`src/rtl/chain_xlat_pkg.sv`:
```
package chain_xlat_pkg;
  localparam logic [2:0] RA_CTRL  = 3'd0;
  localparam logic [2:0] RA_MODE  = 3'd1;
  localparam logic [2:0] RA_TBASE = 3'd2;
  localparam logic [2:0] RA_IBASE = 3'd3;
  localparam logic [2:0] RA_STAT  = 3'd4;
  localparam logic [2:0] RA_ID    = 3'd5;

  typedef enum logic [1:0] {ST_IDLE, ST_SEEK, ST_RESP, ST_DRAIN} ctrlState_t;

  typedef struct packed {
    logic latchReq;
    logic loadPass;
    logic stepNext;
    logic stepPrev;
    logic loadLeaf;
    logic setFault;
  } xlatStrobes_t;
endpackage

```
`src/rtl/chain_xlat_regs.sv`:
```
module chain_xlat_regs
  import chain_xlat_pkg::*;
#(
  parameter int PA_W = 40,
  parameter int IA_W = 32,
  parameter int PAGE_SHIFT = 12,
  parameter int REGION_SHIFT = 20
) (
  input  logic            clk,
  input  logic            rstN,
  input  logic            regWe,
  input  logic [2:0]      regAddr,
  input  logic [63:0]     regWdata,
  input  logic            statusReady,
  output logic [63:0]     regRdata,
  output logic            enable,
  output logic            modeXlat,
  output logic [PA_W-1:0] tableBase,
  output logic [IA_W-1:0] inBase,
  output logic            reloadBase
);
  logic cfgOpen;
  logic unusedWr;

  assign cfgOpen = regWe && !enable;
  assign reloadBase = regWe && (regAddr == RA_CTRL) && regWdata[0] && !enable;
  assign unusedWr = ^regWdata;

  always_ff @(posedge clk) begin
    if (!rstN) begin
      enable    <= 1'b0;
      modeXlat  <= 1'b0;
      tableBase <= '0;
      inBase    <= '0;
    end else begin
      if (regWe && regAddr == RA_CTRL) enable <= regWdata[0];
      if (cfgOpen && regAddr == RA_MODE) modeXlat <= regWdata[0];
      if (cfgOpen && regAddr == RA_TBASE)
        tableBase <= {regWdata[PA_W-1:PAGE_SHIFT], {PAGE_SHIFT{1'b0}}};
      if (cfgOpen && regAddr == RA_IBASE)
        inBase <= {regWdata[IA_W-1:REGION_SHIFT], {REGION_SHIFT{1'b0}}};
    end
  end

  always_comb begin
    unique case (regAddr)
      RA_CTRL:  regRdata = {63'd0, enable};
      RA_MODE:  regRdata = {63'd0, modeXlat};
      RA_TBASE: regRdata = 64'(tableBase);
      RA_IBASE: regRdata = 64'(inBase);
      RA_STAT:  regRdata = {63'd0, statusReady};
      RA_ID:    regRdata = {58'd0, 6'(PA_W)};
      default:  regRdata = 64'd0;
    endcase
  end


  cfg_lock_chk: assert property (@(posedge clk) disable iff (!rstN)
    enable && $past(enable) |-> $stable(tableBase) && $stable(inBase) && $stable(modeXlat));
endmodule

```
`src/rtl/chain_xlat_ctrl.sv`:
```
module chain_xlat_ctrl
  import chain_xlat_pkg::*;
(
  input  logic         clk,
  input  logic         rstN,
  input  logic         enable,
  input  logic         modeXlat,
  input  logic         reqValid,
  input  logic         memAck,
  input  logic         entryValid,
  input  logic         belowBase,
  input  logic         tgtAhead,
  input  logic         tgtBehind,
  output logic         reqReady,
  output logic         memReq,
  output logic         rspValid,
  output logic         statusReady,
  output xlatStrobes_t strb
);
  ctrlState_t state, nxt;

  always_comb begin
    strb     = '0;
    nxt      = state;
    reqReady = 1'b0;
    memReq   = 1'b0;
    rspValid = 1'b0;
    unique case (state)
      ST_IDLE: begin
        reqReady = enable;
        if (enable && reqValid) begin
          strb.latchReq = 1'b1;
          if (modeXlat) nxt = ST_SEEK;
          else begin
            strb.loadPass = 1'b1;
            nxt = ST_RESP;
          end
        end
      end
      ST_SEEK: begin
        memReq = !belowBase;
        if (!enable) begin
          nxt = (belowBase || memAck) ? ST_IDLE : ST_DRAIN;
        end else if (belowBase) begin
          strb.setFault = 1'b1;
          nxt = ST_RESP;
        end else if (memAck) begin
          if (tgtAhead || tgtBehind) begin
            if (entryValid) begin
              strb.stepNext = tgtAhead;
              strb.stepPrev = tgtBehind;
            end else begin
              strb.setFault = 1'b1;
              nxt = ST_RESP;
            end
          end else begin
            strb.loadLeaf = entryValid;
            strb.setFault = !entryValid;
            nxt = ST_RESP;
          end
        end
      end
      ST_RESP: begin
        rspValid = 1'b1;
        nxt = ST_IDLE;
      end
      ST_DRAIN: begin
        memReq = 1'b1;
        if (memAck) nxt = ST_IDLE;
      end
      default: nxt = ST_IDLE;
    endcase
  end

  assign statusReady = !memReq;

  always_ff @(posedge clk) begin
    if (!rstN) state <= ST_IDLE;
    else state <= nxt;
  end


  rsp_pulse_chk: assert property (@(posedge clk) disable iff (!rstN)
    rspValid |=> !rspValid);

  mem_hold_chk: assert property (@(posedge clk) disable iff (!rstN)
    memReq && !memAck |=> memReq);

  drain_silent_chk: assert property (@(posedge clk) disable iff (!rstN)
    !enable && $past(!enable) |-> !rspValid);
endmodule

```
`src/rtl/chain_xlat_dp.sv`:
```
module chain_xlat_dp
  import chain_xlat_pkg::*;
#(
  parameter int PA_W = 40,
  parameter int IA_W = 32,
  parameter int PAGE_SHIFT = 12,
  parameter int REGION_SHIFT = 20
) (
  input  logic            clk,
  input  logic            rstN,
  input  xlatStrobes_t    strb,
  input  logic            reloadBase,
  input  logic [PA_W-1:0] tableBase,
  input  logic [IA_W-1:0] inBase,
  input  logic [IA_W-1:0] reqAddr,
  input  logic            rspValid,
  input  logic [63:0]     memData,
  output logic [PA_W-1:0] memAddr,
  output logic [PA_W-1:0] rspAddr,
  output logic            rspFault,
  output logic            belowBase,
  output logic            tgtAhead,
  output logic            tgtBehind,
  output logic            entryValid
);
  localparam int IDX_W   = REGION_SHIFT - PAGE_SHIFT;
  localparam int ENT_W   = PAGE_SHIFT - 3;
  localparam int RGN_W   = IA_W - REGION_SHIFT;
  localparam int FRAME_W = PA_W - PAGE_SHIFT;
  localparam logic [ENT_W-1:0] LINK_NEXT = {ENT_W{1'b1}};
  localparam logic [ENT_W-1:0] LINK_PREV = ENT_W'(LINK_NEXT - 1'b1);

  logic [IA_W-1:0]    reqAddrQ;
  logic [FRAME_W-1:0] curFrame;
  logic [RGN_W-1:0]   curRegion;
  logic [IA_W-1:0]    offset;
  logic [RGN_W-1:0]   tgtRegion;
  logic [IDX_W-1:0]   leafIdx;
  logic [ENT_W-1:0]   entSel;
  logic               unusedDp;

  assign offset    = reqAddrQ - inBase;
  assign tgtRegion = offset[IA_W-1:REGION_SHIFT];
  assign leafIdx   = offset[REGION_SHIFT-1:PAGE_SHIFT];
  assign belowBase = reqAddrQ < inBase;
  assign tgtAhead  = tgtRegion > curRegion;
  assign tgtBehind = tgtRegion < curRegion;
  assign entryValid = memData[0];
  assign unusedDp  = ^{memData, tableBase};

  always_comb begin
    if (tgtAhead) entSel = LINK_NEXT;
    else if (tgtBehind) entSel = LINK_PREV;
    else entSel = {{(ENT_W-IDX_W){1'b0}}, leafIdx};
  end

  assign memAddr = {curFrame, entSel, 3'b000};

  always_ff @(posedge clk) begin
    if (!rstN) begin
      reqAddrQ  <= '0;
      curFrame  <= '0;
      curRegion <= '0;
      rspAddr   <= '0;
      rspFault  <= 1'b0;
    end else begin
      if (reloadBase) begin
        curFrame  <= tableBase[PA_W-1:PAGE_SHIFT];
        curRegion <= '0;
      end else if (strb.stepNext) begin
        curFrame  <= memData[PA_W-1:PAGE_SHIFT];
        curRegion <= curRegion + RGN_W'(1);
      end else if (strb.stepPrev) begin
        curFrame  <= memData[PA_W-1:PAGE_SHIFT];
        curRegion <= curRegion - RGN_W'(1);
      end
      if (strb.latchReq) reqAddrQ <= reqAddr;
      if (strb.loadPass) begin
        rspAddr  <= PA_W'(reqAddr);
        rspFault <= 1'b0;
      end else if (strb.loadLeaf) begin
        rspAddr  <= {memData[PA_W-1:PAGE_SHIFT], reqAddrQ[PAGE_SHIFT-1:0]};
        rspFault <= 1'b0;
      end else if (strb.setFault) begin
        rspAddr  <= '0;
        rspFault <= 1'b1;
      end
    end
  end


  region_step_chk: assert property (@(posedge clk) disable iff (!rstN)
    !reloadBase |=> (curRegion == $past(curRegion)) ||
                    (curRegion == $past(curRegion) + RGN_W'(1)) ||
                    (curRegion == $past(curRegion) - RGN_W'(1)));

  leaf_offset_chk: assert property (@(posedge clk) disable iff (!rstN)
    rspValid && !rspFault |-> rspAddr[PAGE_SHIFT-1:0] == reqAddrQ[PAGE_SHIFT-1:0]);
endmodule

```
`src/rtl/chain_xlat.sv`:
```
module chain_xlat
  import chain_xlat_pkg::*;
#(
  parameter int PA_W = 40,
  parameter int IA_W = 32,
  parameter int PAGE_SHIFT = 12,
  parameter int REGION_SHIFT = 20
) (
  input  logic            clk,
  input  logic            rstN,
  input  logic            regWe,
  input  logic [2:0]      regAddr,
  input  logic [63:0]     regWdata,
  output logic [63:0]     regRdata,
  input  logic            reqValid,
  input  logic [IA_W-1:0] reqAddr,
  output logic            reqReady,
  output logic            rspValid,
  output logic [PA_W-1:0] rspAddr,
  output logic            rspFault,
  output logic            memReq,
  output logic [PA_W-1:0] memAddr,
  input  logic            memAck,
  input  logic [63:0]     memData
);
  logic enable, modeXlat, reloadBase, statusReady;
  logic belowBase, tgtAhead, tgtBehind, entryValid;
  logic [PA_W-1:0] tableBase;
  logic [IA_W-1:0] inBase;
  xlatStrobes_t strb;

  chain_xlat_regs #(.PA_W(PA_W), .IA_W(IA_W), .PAGE_SHIFT(PAGE_SHIFT), .REGION_SHIFT(REGION_SHIFT)) u_regs (
    .clk(clk), .rstN(rstN), .regWe(regWe), .regAddr(regAddr), .regWdata(regWdata),
    .statusReady(statusReady), .regRdata(regRdata), .enable(enable), .modeXlat(modeXlat),
    .tableBase(tableBase), .inBase(inBase), .reloadBase(reloadBase));

  chain_xlat_ctrl u_ctrl (
    .clk(clk), .rstN(rstN), .enable(enable), .modeXlat(modeXlat), .reqValid(reqValid),
    .memAck(memAck), .entryValid(entryValid), .belowBase(belowBase), .tgtAhead(tgtAhead),
    .tgtBehind(tgtBehind), .reqReady(reqReady), .memReq(memReq), .rspValid(rspValid),
    .statusReady(statusReady), .strb(strb));

  chain_xlat_dp #(.PA_W(PA_W), .IA_W(IA_W), .PAGE_SHIFT(PAGE_SHIFT), .REGION_SHIFT(REGION_SHIFT)) u_dp (
    .clk(clk), .rstN(rstN), .strb(strb), .reloadBase(reloadBase), .tableBase(tableBase),
    .inBase(inBase), .reqAddr(reqAddr), .rspValid(rspValid), .memData(memData),
    .memAddr(memAddr), .rspAddr(rspAddr), .rspFault(rspFault), .belowBase(belowBase),
    .tgtAhead(tgtAhead), .tgtBehind(tgtBehind), .entryValid(entryValid));


  addr_stable_chk: assert property (@(posedge clk) disable iff (!rstN)
    memReq && !memAck |=> $stable(memAddr));

  below_noread_chk: assert property (@(posedge clk) disable iff (!rstN)
    memReq |-> !belowBase);

  pass_noread_chk: assert property (@(posedge clk) disable iff (!rstN)
    memReq && enable |-> modeXlat);
endmodule

```
`config.mk`:
```
export PLATFORM = sky130hd
export DESIGN_NAME = chain_xlat
export DESIGN_NICKNAME = d
export VERILOG_FILES = /design/src/rtl/chain_xlat_pkg.sv /design/src/rtl/chain_xlat_regs.sv /design/src/rtl/chain_xlat_ctrl.sv /design/src/rtl/chain_xlat_dp.sv /design/src/rtl/chain_xlat.sv
export SDC_FILE = /design/constraint.sdc
export NUM_CORES = 1
export LEC_CHECK = 0
export ABC_CLOCK_PERIOD_IN_PS = 5210
export BUFFER_PORTS_ARGS = -buffer_cell sky130_fd_sc_hd__buf_2
export CORE_UTILIZATION = 40
export DETAILED_ROUTE_END_ITERATION = 10
export GPL_ROUTABILITY_DRIVEN = 0
export PLACE_DENSITY_LB_ADDON = 0.3
export SLEW_MARGIN = 30
export SYNTH_ARGS = -nofsm -noshare
export SYNTH_HDL_FRONTEND = slang
export SYNTH_SLANG_ARGS = --single-unit
```
`constraint.sdc`:
```
create_clock -name clk -period 5.21 [get_ports clk]
set_input_delay 0.2605 -clock clk [delete_from_list [all_inputs] [get_ports clk]]
set_output_delay 0.2605 -clock clk [all_outputs]
set_load 0.02 [all_outputs]
```
==> results of run 1 <==
==> synthesized netlist by cell type (3+ instances only) <==
cell and count:
a22o_1 13, nor2_1 68, a31o_2 3, buf_6 3
and3_1 6, inv_1 33, ha_1 34, dfxtp_1 157
o211ai_1 3, nand3_1 8, o21a_1 5, clkbuf_1 51
nor3_1 10, a22oi_1 32, and2_1 25, a21oi_1 88
o21ai_0 42, buf_4 38, a211oi_1 33, nor2b_1 8
nand2_1 196, a21o_1 6, or2_2 7, mux2i_1 38
xnor2_1 17, a32o_1 8
==> cell type report <==
type                       instances  share of cell area
timing repair buffer             253               0.143
inverter                          34              0.0128
tap                              265              0.0329
clock buffer                      19              0.0439
sequential                       157               0.312
multi-input combinational        725               0.442
clock inverter                    12              0.0137
==> worst max path at each step <==
| stage | startpoint | slack (ns) | cells after the start | endpoint |
|---|---|---|---|---|
| after CTS | u_regs.inBase[21] | 0.03 | 24 | u_dp.curRegion[11] |
| after floorplan | u_regs.inBase[21] | 0.12 | 22 | u_dp.curRegion[11] |
| final | u_regs.inBase[21] | 0.19 | 22 | u_dp.curRegion[11] |
| after detailed placement | u_regs.inBase[21] | -0.1 | 24 | u_dp.curRegion[11] |
| after global routing | u_regs.inBase[21] | -0.07 | 24 | u_dp.curRegion[11] |
| after global placement | u_regs.inBase[21] | 0.0006 | 24 | u_dp.curRegion[11] |
==> registers in the layout (all words and copies together) (netlist names) <==
register and count:
u_regs.modeXlat 1, u_dp.rspFault 1, u_regs.inBase 12, u_regs.tableBase 28, u_regs.enable 1, u_dp.curFrame 28
u_dp.reqAddrQ 32, u_dp.rspAddr 40, u_dp.curRegion 12, u_ctrl.state 2
==> cells by family (layout without fill, tap and decap cells) <==
group / count (synthesis) / after routing / share of synthesized area
AND/OR/NAND/NOR: 343 / 343 / 0.186
flip-flops: 157 / 157 / 0.397
adder cells (fa/ha/maj): 36 / 36 / 0.0588
multiplexers: 38 / 38 / 0.0480
other: 1 / 36 / 0.000474
buffers and inverters: 128 / 318 / 0.0817
AO/OA/AOI/OAI: 253 / 253 / 0.207
XOR/XNOR: 19 / 19 / 0.0210
==> what timing repair did <==
item	CTS	global route
setup buffers	0	5
pin swaps	0	18
resized for setup	3	30
setup endpoints to repair	3	8
hold buffers	0	0
==> layer usage <==
| metal | vias to the layer above | GRT usage |
|---|---|---|
| met2 | 227 | 0.355 |
| met3 | 39 | 0.0506 |
| met4 | 0 | 0.0855 |
| met5 | - | 0 |
| li1 | 3731 | - |
| met1 | 3398 | 0.295 |
==> worst max-delay path: cells and delay by family, from the launching register on <==
family          cells  cell delay (ns)
simple gates        6             1.12
xor+xnor            1             0.11
compound gates     10             2.17
buf+inv             2             0.22
fa+ha+maj           3             0.93
flops               1             0.32
==> through the flow <==
step | total power, mW | std cells | TNS [ns] | utilization
after global placement | 1.60 | 1427 | 0 | 0.475
after global routing | 2.98 | 1465 | -0.0739 | 0.518
after detailed placement | 1.61 | 1429 | -0.0953 | 0.477
after floorplan | 1.49 | 1010 | 0 | -
final | 2.88 | 1465 | 0 | 0.518
after CTS | 2.85 | 1460 | 0 | 0.508
==> power by group <==
group,internal [mW],switching [mW]
clock,0.722,0.517
sequential,1.22,0.0100
combinational,0.167,0.245
==> results.sh, run 1 <==
export IMPL_layout_setup_ws_ns=0.193
export IMPL_end_kind="flop"
export IMPL_hp_start="memData[33]"
export IMPL_outcome="complete, no violations"
export IMPL_wl_per_cell_um=15.9
export IMPL_std_cell_rows=51
export IMPL_synth_top_area_share=0.397
export IMPL_hold_depth=2
export IMPL_coreArea_mm2=0.0195
export IMPL_synthArstFlopShare=0
export IMPL_synth_flop_cell="dfxtp_1"
export IMPL_ff2ff_path_depth=22
export IMPL_regToRegEndpoint="u_dp.curRegion[11]"
export IMPL_grt_pass1_vias=6725
export IMPL_synth_largest_area_cell="dfxtp_1"
export IMPL_p_leak_nw=4.23
export IMPL_min_period_ns=5.02
export IMPL_skew_ns=0.0118
export IMPL_required_ns=5.50
export IMPL_register_area_mm2=0.00315
export IMPL_routed_wl_mm=23.2
export IMPL_dpl_instance_area_mm2=0.00929
export IMPL_routed_wl_met3_mm=1.35
export IMPL_final_cell_mix="209 x buf_2, 194 x nand2_1, 155 x dfxtp_1"
export IMPL_rsz0062_at_grt="yes"
export IMPL_drt_initial_drc_count=378
export IMPL_cp_max_fo=4
export IMPL_reg2reg_setup_slack_ns=0.19
export IMPL_drcViolationCount=0
export IMPL_final_area_mm2=0.0101
export IMPL_cts_root_buffer="clkbuf_16"
export IMPL_cts_tree="done"
export IMPL_multi_input_area_mm2=0.00446
export IMPL_final_hold_viol_count=0
export IMPL_finalSetupViolCount=0
export IMPL_dieArea_mm2=0.0204
export IMPL_synth_cell_area_mm2=0.00792
export IMPL_dp_hpwl_mm=16.5
export IMPL_drive_gt1_frac=0.272
export IMPL_cts_buffers=17
export IMPL_clock_latency_ns=0.43
export IMPL_grt_start_max_net_pins=59
export IMPL_ys_seq_elements=157
export IMPL_diodes=0
export IMPL_cpPeakStageDelay_ns=0.44
export IMPL_area_growth_pct=27.3
export IMPL_grt_pass1_wl_mm=35.3
export IMPL_wl_met2_mm=10.7
export IMPL_max_slew_margin=0.432
export IMPL_period_share=0.963
export IMPL_ant_nets=0
export IMPL_cts_sink_count=157
export IMPL_antenna_found_initial=0
export IMPL_crit_path_cell_trace="inv_1, ha_1, nor2b_1, o21ai_1, a21oi_1, or4_4, a31o_4, o41ai_4, xnor2_1, ha_1, nand3_4, o31a_1, a21oi_2, nand2_2, buf_6, ha_1, and2_4, a22o_1, a311o_1, and2_1, a311oi_1, o211ai_1"
export IMPL_grt_overflow=0
export IMPL_via_per_inst=5.05
export IMPL_cpMostUsedCell="ha_1"
export IMPL_yosysWarnings=0
export IMPL_yosysSeqAreaShare=0.397
export IMPL_peakVddDrop_uv=253
export IMPL_cp_slowest_cell="or4_4"
export IMPL_start_kind="flop"
export IMPL_synth_cell_types=59
export IMPL_io_pin_count=316
export IMPL_maxCapViolations=0
export IMPL_cts_htree_levels=4
export IMPL_hold_end="u_dp.rspAddr[33]"
export IMPL_synth_cells=975
export IMPL_syn_area_per_cell_um2=8.12
export IMPL_tightest_slew_ns=0.847
export IMPL_critPathKind="flop to flop"
export IMPL_io_buffer_count=209
export IMPL_slew_viol_final=0
export IMPL_final_common_cell="buf_2"
export IMPL_drt_met1_wl_mm=10.5
export IMPL_worstHoldPathType="input port to flop"
export IMPL_vias=7395
export IMPL_synth_area_top_cells="dfxtp_1 40%, nand2_1 9.3%, a21oi_1 5.6%, ha_1 5.4%, mux2i_1 4.8%"
export IMPL_die_h_um=143
export IMPL_synth_edf_count=0
export IMPL_max_freq_mhz=199
export IMPL_firstDrtPassIters=5
export IMPL_finalHoldWorstSlack_ns=0.0562
export IMPL_arrival_ns=5.31
export IMPL_grt_use_total=0.224
export IMPL_clkSlewWorstSetupHoldPaths_ns=0.07
export IMPL_nFillCells=1909
export IMPL_power_density_mw_per_mm2=285
export IMPL_fp_dieW_um=143
export IMPL_clockBufferDepth=2
export IMPL_initial_core_util=0.407
export IMPL_top_layer="met4"
export IMPL_nNetsFinal=1392
export IMPL_place_ws_ns=-0.0953
export IMPL_rr_startpoint="u_regs.inBase[21]"
(Power assumes the default switching activity.)
==> run 2, diff against run 1 <==
--- a/config.mk
+++ b/config.mk
@@ -10,6 +10,8 @@
 export CORE_UTILIZATION = 40
 export DETAILED_ROUTE_END_ITERATION = 10
 export GPL_ROUTABILITY_DRIVEN = 0
+export GPL_TIMING_DRIVEN = 0
+export MAX_ROUTING_LAYER = met4
 export PLACE_DENSITY_LB_ADDON = 0.3
 export SLEW_MARGIN = 30
 export SYNTH_ARGS = -nofsm -noshare
==> results.sh, run 2 (same netlist as run 1, synthesis figures left out) <==
export IMPL_outcome="complete, no violations"
export IMPL_final_area_mm2=0.0104
export IMPL_grt_overflow=0
export IMPL_place_inst=1484
export IMPL_max_freq_mhz=195
export IMPL_cts_sink_count=157
export IMPL_std_cell_rows=51
export IMPL_arrival_ns=5.42
export IMPL_cp_max_fo=7
export IMPL_ant_nets=0
export IMPL_wl_per_cell_um=16.3
export IMPL_dp_hpwl_mm=18.8
export IMPL_clock_latency_ns=0.43
export IMPL_rr_startpoint="u_dp.reqAddrQ[21]"
export IMPL_required_ns=5.51
export IMPL_critPathLaunch="u_dp.reqAddrQ[21]"
export IMPL_power_density_mw_per_mm2=272
export IMPL_grt_pass1_vias=7069
export IMPL_p_leak_nw=4.36
export IMPL_drcViolationCount=0
export IMPL_nNetsFinal=1455
export IMPL_fp_dieW_um=143
export IMPL_register_area_mm2=0.00315
export IMPL_dieArea_mm2=0.0204
export IMPL_worstHoldPathType="input port to flop"
export IMPL_min_period_ns=5.12
export IMPL_ctsHoldBuffers=0
export IMPL_reg_top3="u_dp.rspAddr x40, u_dp.reqAddrQ x32"
export IMPL_vias=7785
export IMPL_drt_initial_drc_count=477
export IMPL_hold_depth=2
export IMPL_clockBufferDepth=2
export IMPL_dpl_instance_area_mm2=0.00943
export IMPL_multi_input_area_mm2=0.00457
export IMPL_cts_buffers=17
export IMPL_final_cell_mix="210 x buf_2, 195 x nand2_1, 155 x dfxtp_1"
export IMPL_grt_pass1_wl_mm=37.3
export IMPL_io_buffer_count=209
export IMPL_peakVddDrop_uv=242
export IMPL_cts_tree="done"
export IMPL_routed_wl_mm=25.0
export IMPL_via_per_inst=5.09
export IMPL_end_kind="flop"
export IMPL_grt_use_total=0.246
export IMPL_nFillCells=1854
export IMPL_final_hold_viol_count=0
export IMPL_regToRegEndpoint="u_dp.curRegion[11]"
export IMPL_tightest_slew_ns=0.856
export IMPL_grt_start_max_net_pins=17
export IMPL_io_pin_count=316
export IMPL_largest_register="u_dp.rspAddr"
export IMPL_initial_core_util=0.407
export IMPL_final_common_cell="buf_2"
export IMPL_area_growth_pct=31.5
export IMPL_largest_register_ffs=40
export IMPL_rsz0062_at_grt="yes"
export IMPL_cts_htree_levels=4
export IMPL_coreArea_mm2=0.0195
export IMPL_period_share=0.984
export IMPL_hold_end="u_dp.rspAddr[36]"
export IMPL_die_h_um=143
export IMPL_clkSlewWorstSetupHoldPaths_ns=0.07
export IMPL_critPathKind="flop to flop"
export IMPL_firstDrtPassIters=5
export IMPL_max_slew_margin=0.426
export IMPL_finalSetupViolCount=0
export IMPL_hp_start="memData[36]"
export IMPL_drive_gt1_frac=0.273
export IMPL_maxCapViolations=0
export IMPL_ff2ff_path_depth=21
export IMPL_reg2reg_setup_slack_ns=0.09
export IMPL_skew_ns=0.00979
export IMPL_start_kind="flop"
export IMPL_final_cell_count_no_fill=1530
export IMPL_slew_viol_final=0
export IMPL_antenna_found_initial=2
export IMPL_cts_root_buffer="clkbuf_16"
## run 2: stage by stage
step | setup slack, ns | setup TNS [ns] | power, mW | hold slack, ns | utilization
6_report | 0.0859 | 0 | 2.83 | 0.0568 | 0.535
3_5_place_dp | -0.576 | -1.71 | 1.62 | 0.443 | 0.484
2_1_floorplan | 0.121 | 0 | 1.49 | 0.386 | -
5_1_grt | -0.135 | -0.221 | 2.94 | 0.0602 | 0.535
3_3_place_gp | -0.564 | -1.61 | 1.62 | 0.438 | 0.484
4_1_cts | 0.00990 | 0 | 2.80 | 0.0519 | 0.518
## run 2: routing by layer
layer / part of all wire / track usage
met1: 0.43 / 0.306
met3: 0.061 / 0.0439
met5: 0 / -
met2: 0.48 / 0.392
met4: 0.028 / 0.103
## run 2: final cells by class
cell class	instances	share of cell area
multi-input cells	725	0.439
inverters	34	0.0125
repair buffers	222	0.111
plain buffers	94	0.0499
clock inverters	10	0.00793
diodes	2	0.000480
clock buffers	21	0.0452
flip-flops and latches	157	0.302
well taps	265	0.0318
## run 2: worst max-delay path by stage
stage | cells after the start | slack, ns | end
after detailed placement | 22 | -0.58 | u_dp.curRegion[11]
after global routing | 23 | -0.13 | u_dp.curRegion[11]
after CTS | 22 | 0.01 | u_dp.curRegion[11]
final | 21 | 0.09 | u_dp.curRegion[11]
after global placement | 22 | -0.56 | u_dp.curRegion[11]
after floorplan | 22 | 0.12 | u_dp.curRegion[11]
## run 2: what timing repair did
item | in CTS | in global routing
resized for setup | 10 | 52
setup buffers | 6 | 7
endpoints found under the setup margin | 7 | 5
pin swaps | 3 | 29
## run 2: power by group
part / total, mW / switching, mW / internal (mW) / leakage [nW]
sequential: 1.23 / 0.0103 / 1.22 / 1.27
clock: 1.18 / 0.524 / 0.652 / 0.264
combinational: 0.428 / 0.259 / 0.169 / 2.82
## run 2: critical path, cell delays in order, from the launching register on
cell and delay, ns:
dfxtp_4 0.37, ha_4 0.23, nor2b_4 0.12, o21ai_2 0.16
a21oi_2 0.10, or4_4 0.50, a31o_4 0.28, o41ai_4 0.29
xnor2_1 0.12, ha_1 0.35, nand3_4 0.13, o31a_1 0.27
a21oi_2 0.22, nand2_4 0.15, buf_6 0.18, ha_4 0.26
nor3_4 0.23, nor3_4 0.08, a311o_1 0.39, and2_4 0.19
a311oi_2 0.23, o211ai_1 0.13
==> run 3, diff against run 2 <==
--- a/config.mk
+++ b/config.mk
@@ -7,7 +7,7 @@
 export LEC_CHECK = 0
 export ABC_CLOCK_PERIOD_IN_PS = 5210
 export BUFFER_PORTS_ARGS = -buffer_cell sky130_fd_sc_hd__buf_2
-export CORE_UTILIZATION = 40
+export CORE_UTILIZATION = 44
 export DETAILED_ROUTE_END_ITERATION = 10
 export GPL_ROUTABILITY_DRIVEN = 0
 export GPL_TIMING_DRIVEN = 0
==> results.sh, run 3 (same netlist as run 1, synthesis figures left out) <==
export IMPL_finalSetupViolCount=0
export IMPL_ff2ff_path_depth=22
export IMPL_reg_top3="u_dp.rspAddr x40, u_dp.reqAddrQ x32"
export IMPL_nNetsFinal=1453
export IMPL_outcome="complete, no violations"
export IMPL_cpPeakStageDelay_ns=0.51
export IMPL_max_slew_margin=0.425
export IMPL_final_hold_viol_count=0
export IMPL_grt_overflow=0
export IMPL_rsz0062_at_grt="yes"
export IMPL_cp_num_buf_inv=2
export IMPL_worstHoldPathType="input port to flop"
export IMPL_clockBufferDepth=2
export IMPL_maxCapViolations=0
export IMPL_coreArea_mm2=0.0174
export IMPL_p_int_mw=2.26
export IMPL_vias=7834
export IMPL_final_common_cell="buf_2"
export IMPL_critical_path_top_delay_family="compound AO/OA/AOI/OAI gates"
export IMPL_cts_tree="done"
export IMPL_period_share=0.999
export IMPL_clkSlewWorstSetupHoldPaths_ns=0.06
export IMPL_dpl_instance_area_mm2=0.00938
export IMPL_skew_ns=0.00840
export IMPL_cts_buffers=17
export IMPL_final_area_mm2=0.0104
export IMPL_end_kind="flop"
export IMPL_via_per_inst=5.26
export IMPL_max_freq_mhz=192
export IMPL_drcViolationCount=0
export IMPL_drive_gt1_frac=0.273
export IMPL_critPathKind="flop to flop"
export IMPL_peakVddDrop_uv=262
export IMPL_cp_slowest_cell="or4_4"
export IMPL_p_leak_nw=4.40
export IMPL_ctsHoldBuffers=0
export IMPL_fp_dieW_um=136
export IMPL_crit_path_cell_trace="inv_4, ha_4, nor2b_4, o21ai_2, a21oi_2, or4_4, a31o_4, o41ai_4, xnor2_1, ha_1, nand3_4, o31a_1, a21oi_2, nand2_4, buf_6, ha_4, and2_4, a22o_1, a311o_1, and2_4, a311oi_2, o211ai_1"
export IMPL_seq_power_share=0.402
export IMPL_slew_viol_final=0
export IMPL_io_pin_count=316
export IMPL_power_density_mw_per_mm2=293
export IMPL_hold_depth=2
export IMPL_area_growth_pct=31.4
export IMPL_grt_use_total=0.272
export IMPL_antenna_found_initial=1
export IMPL_tightest_slew_ns=0.857
export IMPL_cts_sink_count=157
export IMPL_drt_initial_drc_count=400
export IMPL_final_cell_mix="210 x buf_2, 195 x nand2_1, 154 x dfxtp_1"
export IMPL_post_route_util=0.598
export IMPL_firstDrtPassIters=5
export IMPL_ant_nets=0
export IMPL_grt_pass1_vias=7334
export IMPL_wl_per_cell_um=16.7
export IMPL_arrival_ns=5.51
export IMPL_crit_cells=22
export IMPL_io_buffer_count=209
export IMPL_initial_core_util=0.455
export IMPL_routed_wl_mm=24.9
export IMPL_grt_start_max_net_pins=17
export IMPL_start_kind="flop"
export IMPL_min_period_ns=5.20
export IMPL_dieArea_mm2=0.0185
export IMPL_cts_htree_levels=4
export IMPL_dp_hpwl_mm=18.2
export IMPL_die_h_um=136
export IMPL_switchingPower_mw=0.783
export IMPL_largest_register_ffs=40
export IMPL_cts_root_buffer="clkbuf_16"
export IMPL_pwr_share_clk=0.458
export IMPL_p_comb_frac=0.140
export IMPL_largest_register="u_dp.rspAddr"
export IMPL_required_ns=5.51
export IMPL_grt_pass1_wl_mm=37.5
export IMPL_switching_share=0.257
export IMPL_clock_latency_ns=0.44
export IMPL_std_cell_rows=48
export IMPL_cp_max_fo=6
-- run 3: cell type report --
cell class / instances / area [µm²]
antenna: 2 / 5.00
buffer: 94 / 519
clock buffer: 24 / 512
clock inverter: 8 / 150
fill: 1610 / 7010
inverter: 34 / 130
multi-input combinational: 725 / 4530
sequential: 157 / 3150
tap: 225 / 282
timing repair buffer: 220 / 1140
-- run 3: what timing repair did --
item / 4_1_cts / 5_1_grt
gates resized for setup: 16 / 41
buffers inserted: 4 / 7
pin swaps: 2 / 28
endpoints found under the setup margin: 8 / 5
cloned: 0 / 0
-- run 3: metrics by stage --
stage | setup TNS [ns] | instances | setup slack [ns] | power, mW | hold WS [ns]
2_1_floorplan | 0 | 1010 | 0.121 | 1.49 | 0.386
3_3_place_gp | -1.45 | 1444 | -0.513 | 1.61 | 0.437
3_5_place_dp | -2.10 | 1444 | -0.603 | 1.62 | 0.445
4_1_cts | 0 | 1480 | 0.00415 | 3.01 | 0.0441
5_1_grt | -0.325 | 1488 | -0.170 | 3.14 | 0.0608
6_report | 0 | 1489 | 0.00702 | 3.05 | 0.0471
-- run 3: final timing paths --
path | from | to | slack (ns)
max reg2reg | u_regs.inBase[21] | u_dp.curRegion[11] | 0.007
min | memData[33] | u_dp.rspAddr[33] | 0.05
min reg2reg | u_dp.rspAddr[2] | u_dp.rspAddr[2] | 0.45
max | u_regs.inBase[21] | u_dp.curRegion[11] | 0.007
-- run 3: power groups by stage --
stage | Combinational [mW] | Clock (mW) | Sequential [mW]
after global placement | 0.362 | 0 | 1.25
after floorplan | 0.232 | 0 | 1.26
final | 0.426 | 1.40 | 1.23
after detailed placement | 0.366 | 0 | 1.25
after CTS | 0.388 | 1.40 | 1.23
after global routing | 0.457 | 1.45 | 1.23
-- run 3: layer usage --
metal	GRT usage	share of wire	vias to the layer above
li1	-	-	3854
met1	0.327	0.41	3634
met2	0.447	0.49	296
met3	0.0526	0.075	50
met4	0.107	0.024	0
met5	-	0	-
